[config.mk]
export PLATFORM = sky130hd
export DESIGN_NAME = dbg_trig_seq
export DESIGN_NICKNAME = d
export VERILOG_FILES = /design/src/rtl/dbgseq_pkg.sv /design/src/rtl/dbgseq_fetch_pipe.sv /design/src/rtl/dbgseq_chan_qual.sv /design/src/rtl/dbgseq_arbiter.sv /design/src/rtl/dbgseq_fsm.sv /design/src/rtl/dbg_trig_seq.sv
export SDC_FILE = /design/constraint.sdc
export NUM_CORES = 1
export LEC_CHECK = 0
export ABC_AREA = 1
export CORE_MARGIN = 2
export CORE_UTILIZATION = 40
export DETAILED_ROUTE_END_ITERATION = 8
export DONT_BUFFER_PORTS = 1
export SLEW_MARGIN = 10
export SYNTH_ARGS = -nofsm -noshare
export SYNTH_HDL_FRONTEND = slang
export SYNTH_HIERARCHICAL = 1
export SYNTH_SLANG_ARGS = --single-unit
[constraint.sdc]
create_clock -name clk -period 4.8 [get_ports clk]
set_input_delay 0.72 -clock clk [delete_from_list [all_inputs] [get_ports clk]]
set_output_delay 0.72 -clock clk [all_outputs]
set_load 0.005 [all_outputs]
[src/rtl/dbgseq_pkg.sv]
package dbgseq_pkg;

    localparam int CH_MAX = 8;

    typedef enum logic [2:0] {
        SEQ_IDLE  = 3'd0,
        SEQ_S1    = 3'd1,
        SEQ_S2    = 3'd2,
        SEQ_S3    = 3'd3,
        SEQ_FINAL = 3'd4
    } seq_state_e;

    typedef enum logic [1:0] {
        NXT_S1    = 2'd0,
        NXT_S2    = 2'd1,
        NXT_S3    = 2'd2,
        NXT_FINAL = 2'd3
    } next_code_e;

    // Result of arbitration among channel hits.
    typedef struct packed {
        logic              valid;
        seq_state_e        target;
        logic [CH_MAX-1:0] chan_oh;
    } seq_hit_t;

    function automatic seq_state_e code_to_state(logic [1:0] code);
        case (next_code_e'(code))
            NXT_S1:  return SEQ_S1;
            NXT_S2:  return SEQ_S2;
            NXT_S3:  return SEQ_S3;
            default: return SEQ_FINAL;
        endcase
    endfunction

    function automatic logic in_match_state(seq_state_e s);
        return (s == SEQ_S1) || (s == SEQ_S2) || (s == SEQ_S3);
    endfunction

    // Row of the next-state table used by a state (0 for non-match states).
    function automatic int state_row(seq_state_e s);
        case (s)
            SEQ_S2:  return 1;
            SEQ_S3:  return 2;
            default: return 0;
        endcase
    endfunction

endpackage

[src/rtl/dbgseq_fetch_pipe.sv]
module dbgseq_fetch_pipe #(
    parameter int STAGES = 3
) (
    input  logic clk,
    input  logic rst,
    input  logic match_in,
    output logic match_out
);
    logic [STAGES-1:0] stage_q;

    generate
        if (STAGES == 1) begin : g_single
            always_ff @(posedge clk) begin
                if (rst) stage_q <= '0;
                else     stage_q <= match_in;
            end
        end else begin : g_chain
            always_ff @(posedge clk) begin
                if (rst) stage_q <= '0;
                else     stage_q <= {stage_q[STAGES-2:0], match_in};
            end
        end
    endgenerate

    assign match_out = stage_q[STAGES-1];
endmodule

[src/rtl/dbgseq_chan_qual.sv]
module dbgseq_chan_qual #(
    parameter int FORCED_LAT = 3
) (
    input  logic clk,
    input  logic rst,
    input  logic tag_mode,
    input  logic fetch_match,
    input  logic tag_hit,
    output logic hit
);
    logic forced_late;

    dbgseq_fetch_pipe #(.STAGES(FORCED_LAT)) u_pipe (
        .clk       (clk),
        .rst       (rst),
        .match_in  (fetch_match),
        .match_out (forced_late)
    );

    // Tagged channels listen to execution hits, forced ones to the delayed fetch match.
    assign hit = tag_mode ? tag_hit : forced_late;
endmodule

[src/rtl/dbgseq_arbiter.sv]
module dbgseq_arbiter
    import dbgseq_pkg::*;
#(
    parameter int NUM_CH = 2,
    localparam int TBL_W = 3 * NUM_CH * 2
) (
    input  seq_state_e        state,
    input  logic [NUM_CH-1:0] hits,
    input  logic [TBL_W-1:0]  cfg_next,
    output seq_hit_t          result
);
    always_comb begin
        int row;
        row            = state_row(state);
        result         = '0;
        result.target  = SEQ_IDLE;
        // Walk from the top so the lowest channel overwrites the others.
        for (int i = NUM_CH - 1; i >= 0; i--) begin
            if (hits[i] && in_match_state(state)) begin
                result.valid      = 1'b1;
                result.chan_oh    = '0;
                result.chan_oh[i] = 1'b1;
                result.target     = code_to_state(cfg_next[(row * NUM_CH + i) * 2 +: 2]);
            end
        end
    end
endmodule

[src/rtl/dbgseq_fsm.sv]
module dbgseq_fsm
    import dbgseq_pkg::*;
#(
    parameter int NUM_CH      = 2,
    parameter int TRACE_DEPTH = 8,
    localparam int CNT_W      = (TRACE_DEPTH > 2) ? $clog2(TRACE_DEPTH) : 1
) (
    input  logic              clk,
    input  logic              rst,
    input  logic              cfg_wr,
    input  logic              cfg_arm,
    input  logic              cfg_trig,
    input  logic              cfg_align_end,
    input  seq_hit_t          hit,
    output seq_state_e        state,
    output logic [NUM_CH-1:0] flags,
    output logic              trace_active,
    output logic              bkpt_req
);
    seq_state_e        state_n;
    logic [NUM_CH-1:0] flags_n;
    logic [CNT_W-1:0]  cnt_q, cnt_n;
    logic              bkpt_n;
    logic              armed;
    logic              trig_go;

    assign armed   = (state != SEQ_IDLE);
    assign trig_go = cfg_wr && cfg_trig && (cfg_arm || armed);

    always_comb begin
        state_n = state;
        flags_n = flags;
        cnt_n   = cnt_q;
        bkpt_n  = 1'b0;
        if (trig_go) begin
            if (!armed) flags_n = '0;
            cnt_n = '0;
            if (cfg_align_end) begin
                state_n = SEQ_IDLE;
                bkpt_n  = 1'b1;
            end else begin
                state_n = SEQ_FINAL;
            end
        end else if (cfg_wr && !cfg_arm) begin
            state_n = SEQ_IDLE;
        end else if (cfg_wr && cfg_arm && !armed) begin
            state_n = SEQ_S1;
            flags_n = '0;
        end else if (hit.valid) begin
            state_n = hit.target;
            flags_n = flags | hit.chan_oh[NUM_CH-1:0];
            if (hit.target == SEQ_FINAL) begin
                cnt_n  = '0;
                bkpt_n = cfg_align_end;
            end
        end else if (state == SEQ_FINAL) begin
            if (cfg_align_end || cnt_q == CNT_W'(TRACE_DEPTH - 1)) begin
                state_n = SEQ_IDLE;
            end else begin
                cnt_n = cnt_q + 1'b1;
            end
        end
    end

    always_ff @(posedge clk) begin
        if (rst) begin
            state    <= SEQ_IDLE;
            flags    <= '0;
            cnt_q    <= '0;
            bkpt_req <= 1'b0;
        end else begin
            state    <= state_n;
            flags    <= flags_n;
            cnt_q    <= cnt_n;
            bkpt_req <= bkpt_n;
        end
    end

    assign trace_active = in_match_state(state) ||
                          ((state == SEQ_FINAL) && !cfg_align_end);
endmodule

[src/rtl/dbg_trig_seq.sv]
module dbg_trig_seq
    import dbgseq_pkg::*;
#(
    parameter int NUM_CH       = 2,
    parameter int FORCED_EXTRA = 1,
    parameter int TRACE_DEPTH  = 8,
    localparam int FORCED_LAT  = 2 + FORCED_EXTRA,
    localparam int TBL_W       = 3 * NUM_CH * 2
) (
    input  logic              clk,
    input  logic              rst,
    input  logic              cfg_wr,
    input  logic              cfg_arm,
    input  logic              cfg_trig,
    input  logic              cfg_align_end,
    input  logic [NUM_CH-1:0] cfg_tag_mode,
    input  logic [TBL_W-1:0]  cfg_next,
    input  logic [NUM_CH-1:0] fetch_match,
    input  logic [NUM_CH-1:0] tag_hit,
    output logic [2:0]        seq_state,
    output logic [NUM_CH-1:0] status_flags,
    output logic              trace_active,
    output logic              bkpt_req
);
    logic [NUM_CH-1:0] chan_hit;
    seq_hit_t          arb_res;
    seq_state_e        cur_state;

    generate
        for (genvar g = 0; g < NUM_CH; g++) begin : g_chan
            dbgseq_chan_qual #(.FORCED_LAT(FORCED_LAT)) u_qual (
                .clk         (clk),
                .rst         (rst),
                .tag_mode    (cfg_tag_mode[g]),
                .fetch_match (fetch_match[g]),
                .tag_hit     (tag_hit[g]),
                .hit         (chan_hit[g])
            );
        end
    endgenerate

    dbgseq_arbiter #(.NUM_CH(NUM_CH)) u_arb (
        .state    (cur_state),
        .hits     (chan_hit),
        .cfg_next (cfg_next),
        .result   (arb_res)
    );

    dbgseq_fsm #(.NUM_CH(NUM_CH), .TRACE_DEPTH(TRACE_DEPTH)) u_fsm (
        .clk           (clk),
        .rst           (rst),
        .cfg_wr        (cfg_wr),
        .cfg_arm       (cfg_arm),
        .cfg_trig      (cfg_trig),
        .cfg_align_end (cfg_align_end),
        .hit           (arb_res),
        .state         (cur_state),
        .flags         (status_flags),
        .trace_active  (trace_active),
        .bkpt_req      (bkpt_req)
    );

    assign seq_state = cur_state;
endmodule

Yosys cells after proc, flatten, opt, wreduce, memory -nomap -nowiden
Cells that the tools add are included.
- shift-type cells: 2
- add/sub/neg operators: 2
- equality and inequality tests: 14
- bitwise gates (word level): 3
- reductions and logical operators: 27
- mux-type cells: 29
- operators with widths (cell ; count):
    $mux 3 ; 11
    $shiftx 12x32->2 ; 1
    $mux 12 ; 2
    $pmux 3 s3 ; 2
    $shiftx 12x5->2 ; 1
    $mux 2 ; 5
    $reduce_bool 5->1 ; 2
    $eq 3x3->1 const B ; 3
    $logic_and 1x1->1 ; 8
    $mux 1 ; 8
    $eq 3x2->1 const B ; 2
    $reduce_bool 3->1 ; 2
    $logic_or 1x1->1 ; 5
    $reduce_and 5->1 ; 1
    $add 3x1->4 const B ; 1
    $eq 2x1->1 const B ; 2
    $eq 2x2->1 const B ; 2
    $logic_not 2->1 ; 2
    $ne 2x1->1 const B ; 2
    $ne 2x2->1 const B ; 2
    $pmux 2 s2 ; 1
    $add 3x1->3 const B ; 1
    $eq 3x1->1 const B ; 1
    $logic_not 1->1 ; 3
    other kinds (6) ; 7
- output and inout port bits: 7
- input port bits: 24
- word-level logic and storage cells: 83
- register bits after elaboration: 15

Depth between registers and ports, before layout
Gate-level depths: netlist of the first run.
- depth after elaboration: 14
- depth in mapped cells: 16
- depth with buffers taken out: 16

Modules after synthesis
The synthesis of the first run kept the hierarchy.
- by module, submodules not included (module ; instances ; sequential area each (um^2) ; area an instance (um^2) ; cells each):
    dbgseq_fsm ; 1 ; 180.2 ; 579.3 ; 83
    dbgseq_arbiter ; 1 ; 0.0 ; 277.8 ; 51
    dbgseq_fetch_pipe ; 2 ; 60.1 ; 82.6 ; 9
    dbgseq_chan_qual ; 2 ; 0.0 ; 15.0 ; 4

Worst setup path before layout of the first run
Ideal clock, no wire load.
- path type: input to register
- start: in cfg_next[0]
- end: reg u_fsm.cnt_q[0]
- arrival time: 1.894 ns
- buffers on the path: 0
- required time: 4.685 ns
- path slack: 2.791 ns
- library setup time: 0.115 ns
- stages: 12
- path through: o21bai_1 nand3_1 inv_1 ha_1 nand2_1 nand2_1 nor2_1 nand2_1 o21ai_4 nand2_4 o21ai_1 nor2_1
- RTL lines (what ; line ; source):
    start: declaration ; dbg_trig_seq.sv:17 ; input logic [TBL_W-1:0] cfg_next,
    end signal: assignment ; dbgseq_fsm.sv:74 ; cnt_q <= cnt_n;
    end: declaration ; dbgseq_fsm.sv:22 ; logic [CNT_W-1:0] cnt_q, cnt_n;

==> results of run 1 <==
[per-layer routing]
metal,vias to the layer above,track usage,wire length [um]
li1,489,-,-
met3,5,0.0333,137
met1,420,0.173,844
met2,27,0.317,1060
met5,-,0,0
met4,0,0.0750,36
[power breakdown]
group	leakage [nW]	total, W	internal, W	switching (W)
clock network	0.0139	0.0000766	0.0000317	0.0000449
logic	0.405	0.0000372	0.0000132	0.0000240
registers	0.122	0.000132	0.000128	0.00000387
total	0.542	0.000246	0.000173	0.0000728
[worst max-delay path, delay by kind of cell, from the launching register on]
family | cells | cell delay, ns
AND/OR/NAND/NOR | 12 | 1.16
buffers and inverters | 1 | 0.06
adder cells (fa/ha/maj) | 1 | 0.29
flip-flops | 1 | 0.59
AO/OA/AOI/OAI | 1 | 0.09
[cells in the final DEF, fill, tap and decap left out]
master and instances:
inv_4 1, nand2_2 2, clkinvlp_4 1, inv_2 4, dfxtp_1 15, nand4_1 3, inv_1 26, ha_1 4
nor2_8 1, o21bai_1 1, nand2_4 2, a21boi_1 1, nand3_4 1, nor2_4 2, nand2_1 41, o21ai_4 1
nand3_2 3, clkbuf_4 3, nand3b_1 1, a21oi_1 11, nand3_1 10, nor2_1 20, o21ai_1 1, o22ai_1 2
[how the worst min path moves through the flow]
| stage | end | slack (ns) | depth (start not counted) |
|---|---|---|---|
| final | g_chan[0].u_qual/u_pipe/stage_q[2]$_SDFF_PP0_ | 0.41 | 2 |
| after global routing | g_chan[1].u_qual/u_pipe/stage_q[2]$_SDFF_PP0_ | 0.44 | 2 |
| after CTS | g_chan[0].u_qual/u_pipe/stage_q[2]$_SDFF_PP0_ | 0.41 | 2 |
| after detailed placement | g_chan[0].u_qual/u_pipe/stage_q[2]$_SDFF_PP0_ | 0.40 | 2 |
| after global placement | g_chan[0].u_qual/u_pipe/stage_q[2]$_SDFF_PP0_ | 0.39 | 2 |
| after floorplan | g_chan[0].u_qual/u_pipe/stage_q[1]$_SDFF_PP0_ | 0.39 | 2 |
[through the flow]
stage / utilization / power [W] / setup WS, ns / std cells
2_1_floorplan: - / 0.000165 / 2.79 / 153
3_3_place_gp: 0.428 / 0.000171 / 2.62 / 183
4_1_cts: 0.440 / 0.000249 / 2.51 / 187
6_report: 0.440 / 0.000246 / 2.54 / 187
3_5_place_dp: 0.428 / 0.000172 / 2.54 / 183
5_1_grt: 0.440 / 0.000260 / 2.26 / 187
[area by class of cell]
cell class / count / area share
clock buffers: 3 / 0.0210
clock inverters: 1 / 0.00701
inverters: 31 / 0.111
multi-input cells: 107 / 0.546
flip-flops and latches: 15 / 0.280
well taps: 30 / 0.0350
[state kept, by name, summed over array words and instances, names as in the netlist]
signal                        cells
g_chan.u_qual/u_pipe/stage_q      6
u_fsm/bkpt_req                    1
u_fsm/flags                       2
u_fsm/state                       3
u_fsm/cnt_q                       3
==> metrics.cfg, run 1 <==
[timing]
rsz0062_at_grt = no
tns_ns = 0
max_freq_ghz = 0.443
hold_viol = 0
slew_violations = 0
finalCritPeriodShare = 0.471
min_period_ns = 2.26
setup_viol = 0
holdWs_ns = 0.408
worstMarginPinSlew_ns = 0.483
maxSlewHeadroom = 0.677
fin_worst_skew_ns = 0.00261

[floorplan]
die_w_um = 54.1
coreArea_sq_um = 2430
ios = 31
floorplan.rows = 18
initial_core_util = 0.413
fp.dieArea_sq_um = 2930
die_h_um = 54.1

[clocking]
cts_setup_buffers = 0
clockRootBuffer = clkbuf_4
htree_num_levels = 1
clk_path_buf_depth = 2
cts_sinks = 15
cts_resized = 0
cts-buffers-inserted = 3
clkTransAtPathRegs_ns = 0.10
tritoncts = yes
clock_latency_ns = 0.29
hold_buffers = 0

[yosys]
avgSynthCellArea_sq_um = 6.56
syn_nets = 181
syn_area_sq_um = 1000
synth_warnings = 6
synthCells = 153

[setup_path]
slowest_delay_ns = 0.59
arrival_ns = 2.49
crit_chain = nand2_1 -> nor2_1 -> nand2_1 -> nand3_1 -> inv_1 -> ha_1 -> nand2_1 -> nand2_1 -> nor2_1 -> nand2_1 -> o21ai_4 -> nand2_4 -> nand2_1 -> nand2_1 -> nor2_1
start_kind = flip-flop
crit_slowest_cell = dfxtp_1
path_class = flip-flop to flip-flop
r2r_cells = 15
rr_startpoint = u_fsm/state[1]$_SDFFE_PP0P_
cp-endpoint = u_fsm/cnt_q[2]$_SDFFE_PP0P_
cp-end-kind = flip-flop
worstPathRequired_ns = 5.04
reg2reg_slack_ns = 2.54
cpMostUsedCell = nand2_1
crit_start = u_fsm/state[1]$_SDFFE_PP0P_
r2r-end = u_fsm/cnt_q[2]$_SDFFE_PP0P_
crit_path_max_fanout = 6

[finish]
seqCellArea_sq_um = 300
fin_nets = 186
drive_above_1_share = 0.134
fillCellCount = 269
design_area_sq_um = 1070
multi_input_area_sq_um = 584
diodes = 0
syn_to_final_growth_pct = 6.73

[hold_path]
hp-start = g_chan[0].u_qual/u_pipe/stage_q[1]$_SDFF_PP0_
hold_class = flip-flop to flip-flop

[place]
io_buffer_count = 0
gp_congestion = 0.825
place_area_sq_um = 1040
dp_hpwl_mm = 1.74

[global_route]
grt_usage = 0.166
grt_pass1_wl_mm = 3.42
grt_start_max_net_pins = 12
grt_pass1_vias = 895
antenna_found_initial = 0
overflow = 0

[power_and_ir_drop]
pwr_density_cell_nw_per_um2 = 229
peakVddDrop_uv = 119
leakagePower_nw = 0.542

[drt]
drc = 0
postRouteAntennaNets = 0
first_pass_iters = 4
avgViaCountPerCell = 5.03
wirelength_mm = 2.08
drt-initial-drc-count = 29
wl_per_cell_um = 11.1
dr_total_vias = 941

[job]
maxCapViolCount = 0

[outcome]
status = completed

Note: power is estimated with default switching activity, not from simulation.
==> run 2, diff against run 1 <==
==> constraint.sdc (replaced) <==
create_clock -name clk -period 2.3 [get_ports clk]
set_input_delay 0.345 -clock clk [delete_from_list [all_inputs] [get_ports clk]]
set_output_delay 0.345 -clock clk [all_outputs]
set_load 0.005 [all_outputs]
==> run 2 against run 1 <==
Compared with the run above:
- die area is the same
- routed wire length shrank 4.0%
- via count shrank 1.8%
- sequential share of layout area shrank 0.58 points
- highest routed layer unchanged
==> metrics.cfg, run 2 (synthesis results as in run 1) <==
[finish]
largest-register = g_chan.u_qual/u_pipe/stage_q  ; unchanged
reg.largest.list = g_chan.u_qual/u_pipe/stage_q x6, u_fsm/cnt_q x3, u_fsm/state x3  ; unchanged
syn_to_final_growth_pct = 8.98  ; was 6.73%
final_cell_mix = nand2_1, inv_1, nor2_1  ; unchanged
fin_nets = 189  ; was 186
largest_register_ffs = 6  ; unchanged
fillCellCount = 261  ; was 269
multi_input_area_sq_um = 584  ; unchanged
finalNonFillerCells = 190  ; was 187
diodes = 0  ; unchanged
drive_above_1_share = 0.150  ; was 0.134
layout_commonest_cell = nand2_1  ; unchanged
seqCellArea_sq_um = 300  ; unchanged

[drt]
wirelength_mm = 1.99  ; was 2.08 mm
first_pass_iters = 4  ; unchanged
wl_per_cell_um = 10.5  ; was 11.1 um
postRouteAntennaNets = 0  ; unchanged
dr_total_vias = 924  ; was 941
drt-initial-drc-count = 11  ; was 29
drc = 0  ; unchanged
avgViaCountPerCell = 4.86  ; was 5.03

[global_route]
grt_pass1_vias = 758  ; was 895
grt_usage = 0.145  ; was 0.166
grt_pass1_wl_mm = 2.97  ; was 3.42 mm
overflow = 0  ; unchanged
grt_start_max_net_pins = 12  ; unchanged
antenna_found_initial = 0  ; unchanged

[hold_path]
hp-start = rst  ; was g_chan[0].u_qual/u_pipe/stage_q[1]$_SDFF_PP0_
hold_class = input port to flip-flop  ; was flip-flop to flip-flop

[place]
io_buffer_count = 0  ; unchanged
post-place-ws_ns = 0.257  ; was 2.54 ns
dp_hpwl_mm = 1.66  ; was 1.74 mm
numPlacedInstances = 186  ; was 183
gp_congestion = 0.863  ; was 0.825

[clocking]
clockRootBuffer = clkbuf_4  ; unchanged
clock_latency_ns = 0.29  ; about the same
cts-buffers-inserted = 3  ; unchanged
cts_setup_buffers = 0  ; unchanged
hold_buffers = 0  ; unchanged
clkTransAtPathRegs_ns = 0.10  ; about the same
clk_path_buf_depth = 2  ; unchanged
cts_resized = 0  ; unchanged
tritoncts = yes  ; unchanged
htree_num_levels = 1  ; unchanged
cts_sinks = 15  ; unchanged

[setup_path]
cp-end-kind = flip-flop  ; unchanged
path_class = flip-flop to flip-flop  ; unchanged
start_kind = flip-flop  ; unchanged
rr_startpoint = u_fsm/state[2]$_SDFFE_PP0P_  ; was u_fsm/state[1]$_SDFFE_PP0P_
crit_path_max_fanout = 6  ; unchanged
worstPathRequired_ns = 2.49  ; was 5.04 ns
arrival_ns = 2.26  ; was 2.49 ns
reg2reg_slack_ns = 0.23  ; was 2.54 ns
crit_start = u_fsm/state[2]$_SDFFE_PP0P_  ; was u_fsm/state[1]$_SDFFE_PP0P_

[timing]
hold_viol = 0  ; unchanged
slew_violations = 0  ; unchanged
max_freq_ghz = 0.483  ; was 0.443 GHz
tns_ns = 0  ; unchanged
worstMarginPinSlew_ns = 0.325  ; was 0.483 ns
setup_viol = 0  ; unchanged
fin_worst_skew_ns = 0.00499  ; was 0.00261 ns
rsz0062_at_grt = no  ; unchanged
maxSlewHeadroom = 0.783  ; was 0.677
min_period_ns = 2.07  ; was 2.26 ns
holdWs_ns = 0.110  ; was 0.408 ns
setup_ws_ns = 0.228  ; was 2.54 ns
finalCritPeriodShare = 0.901  ; was 0.471

[floorplan]
die_h_um = 54.1  ; unchanged
floorplan.rows = 18  ; unchanged
fp.dieArea_sq_um = 2930  ; unchanged
initial_core_util = 0.413  ; unchanged
coreArea_sq_um = 2430  ; unchanged
die_w_um = 54.1  ; unchanged
ios = 31  ; unchanged

[power_and_ir_drop]
leakagePower_nw = 0.558  ; was 0.542 nW
power_w = 0.000512  ; was 0.000246 W
peakVddDrop_uv = 282  ; was 119 uV
pwr_density_cell_nw_per_um2 = 468  ; was 229 nW/um^2

[outcome]
status = completed  ; unchanged

[job]
maxCapViolCount = 0  ; unchanged

run 2: cell count changes in the layout (fill, tap and decap cells not counted), sizes merged:
cell / change
buf: +3
run 2: layer usage:
layer,part of all wire,wire [um],vias up,track usage
met5,0,0,-,0
met4,0.0065,13,0,0.0750
li1,-,-,492,-
met2,0.50,1000,26,0.260
met3,0.075,149,2,0.0472
met1,0.41,827,404,0.149
run 2: layout make-up:
cell class,instances,share of cell area
Clock inverter,1,0.00686
Timing Repair Buffer,3,0.0206
Multi-Input combinational cell,107,0.534
Inverter,31,0.109
Clock buffer,3,0.0206
Sequential cell,15,0.275
Tap cell,30,0.0343
run 2: worst paths after layout:
kind	to	cells after the start
max	u_fsm/cnt_q[1]$_SDFFE_PP0P_	14
min	g_chan[1].u_qual/u_pipe/stage_q[2]$_SDFF_PP0_	1
max reg2reg	u_fsm/cnt_q[1]$_SDFFE_PP0P_	14
min reg2reg	g_chan[1].u_qual/u_pipe/stage_q[2]$_SDFF_PP0_	2
run 2: power by group:
| group | internal (W) | switching (W) |
|---|---|---|
| registers | 0.000267 | 0.00000500 |
| clock network | 0.0000661 | 0.0000917 |
| logic | 0.0000298 | 0.0000522 |
| total | 0.000363 | 0.000149 |
run 2: stage by stage:
stage                      util  area (sq um)
final                     0.450          1090
after global routing      0.450          1090
after CTS                 0.450          1090
after detailed placement  0.437          1060
after global placement    0.437          1060
after floorplan               -          1000
run 2: worst max-delay path: stages (launching register included):
cell     delay [ns]
dfxtp_1        0.52
inv_2          0.10
nand3_2        0.10
nor2_1         0.04
nor2_1         0.12
nand2_1        0.07
ha_1           0.28
nand2_1        0.07
nand2_1        0.06
nor2_1         0.15
nand2_1        0.11
o21ai_4        0.09
nand2_4        0.08
a21oi_1        0.13
nor2_1         0.05
==> run 3, diff against run 2 <==
==> constraint.sdc (replaced) <==
create_clock -name clk -period 2.3 [get_ports clk]
set_input_delay 0.46 -clock clk [delete_from_list [all_inputs] [get_ports clk]]
set_output_delay 0.46 -clock clk [all_outputs]
set_load 0.005 [all_outputs]
==> results of run 3 <==
Same layout as run 2 (identical final DEF). Status: completed.
Among the figures that moved: hold slack 0.110 ns -> 0.225 ns
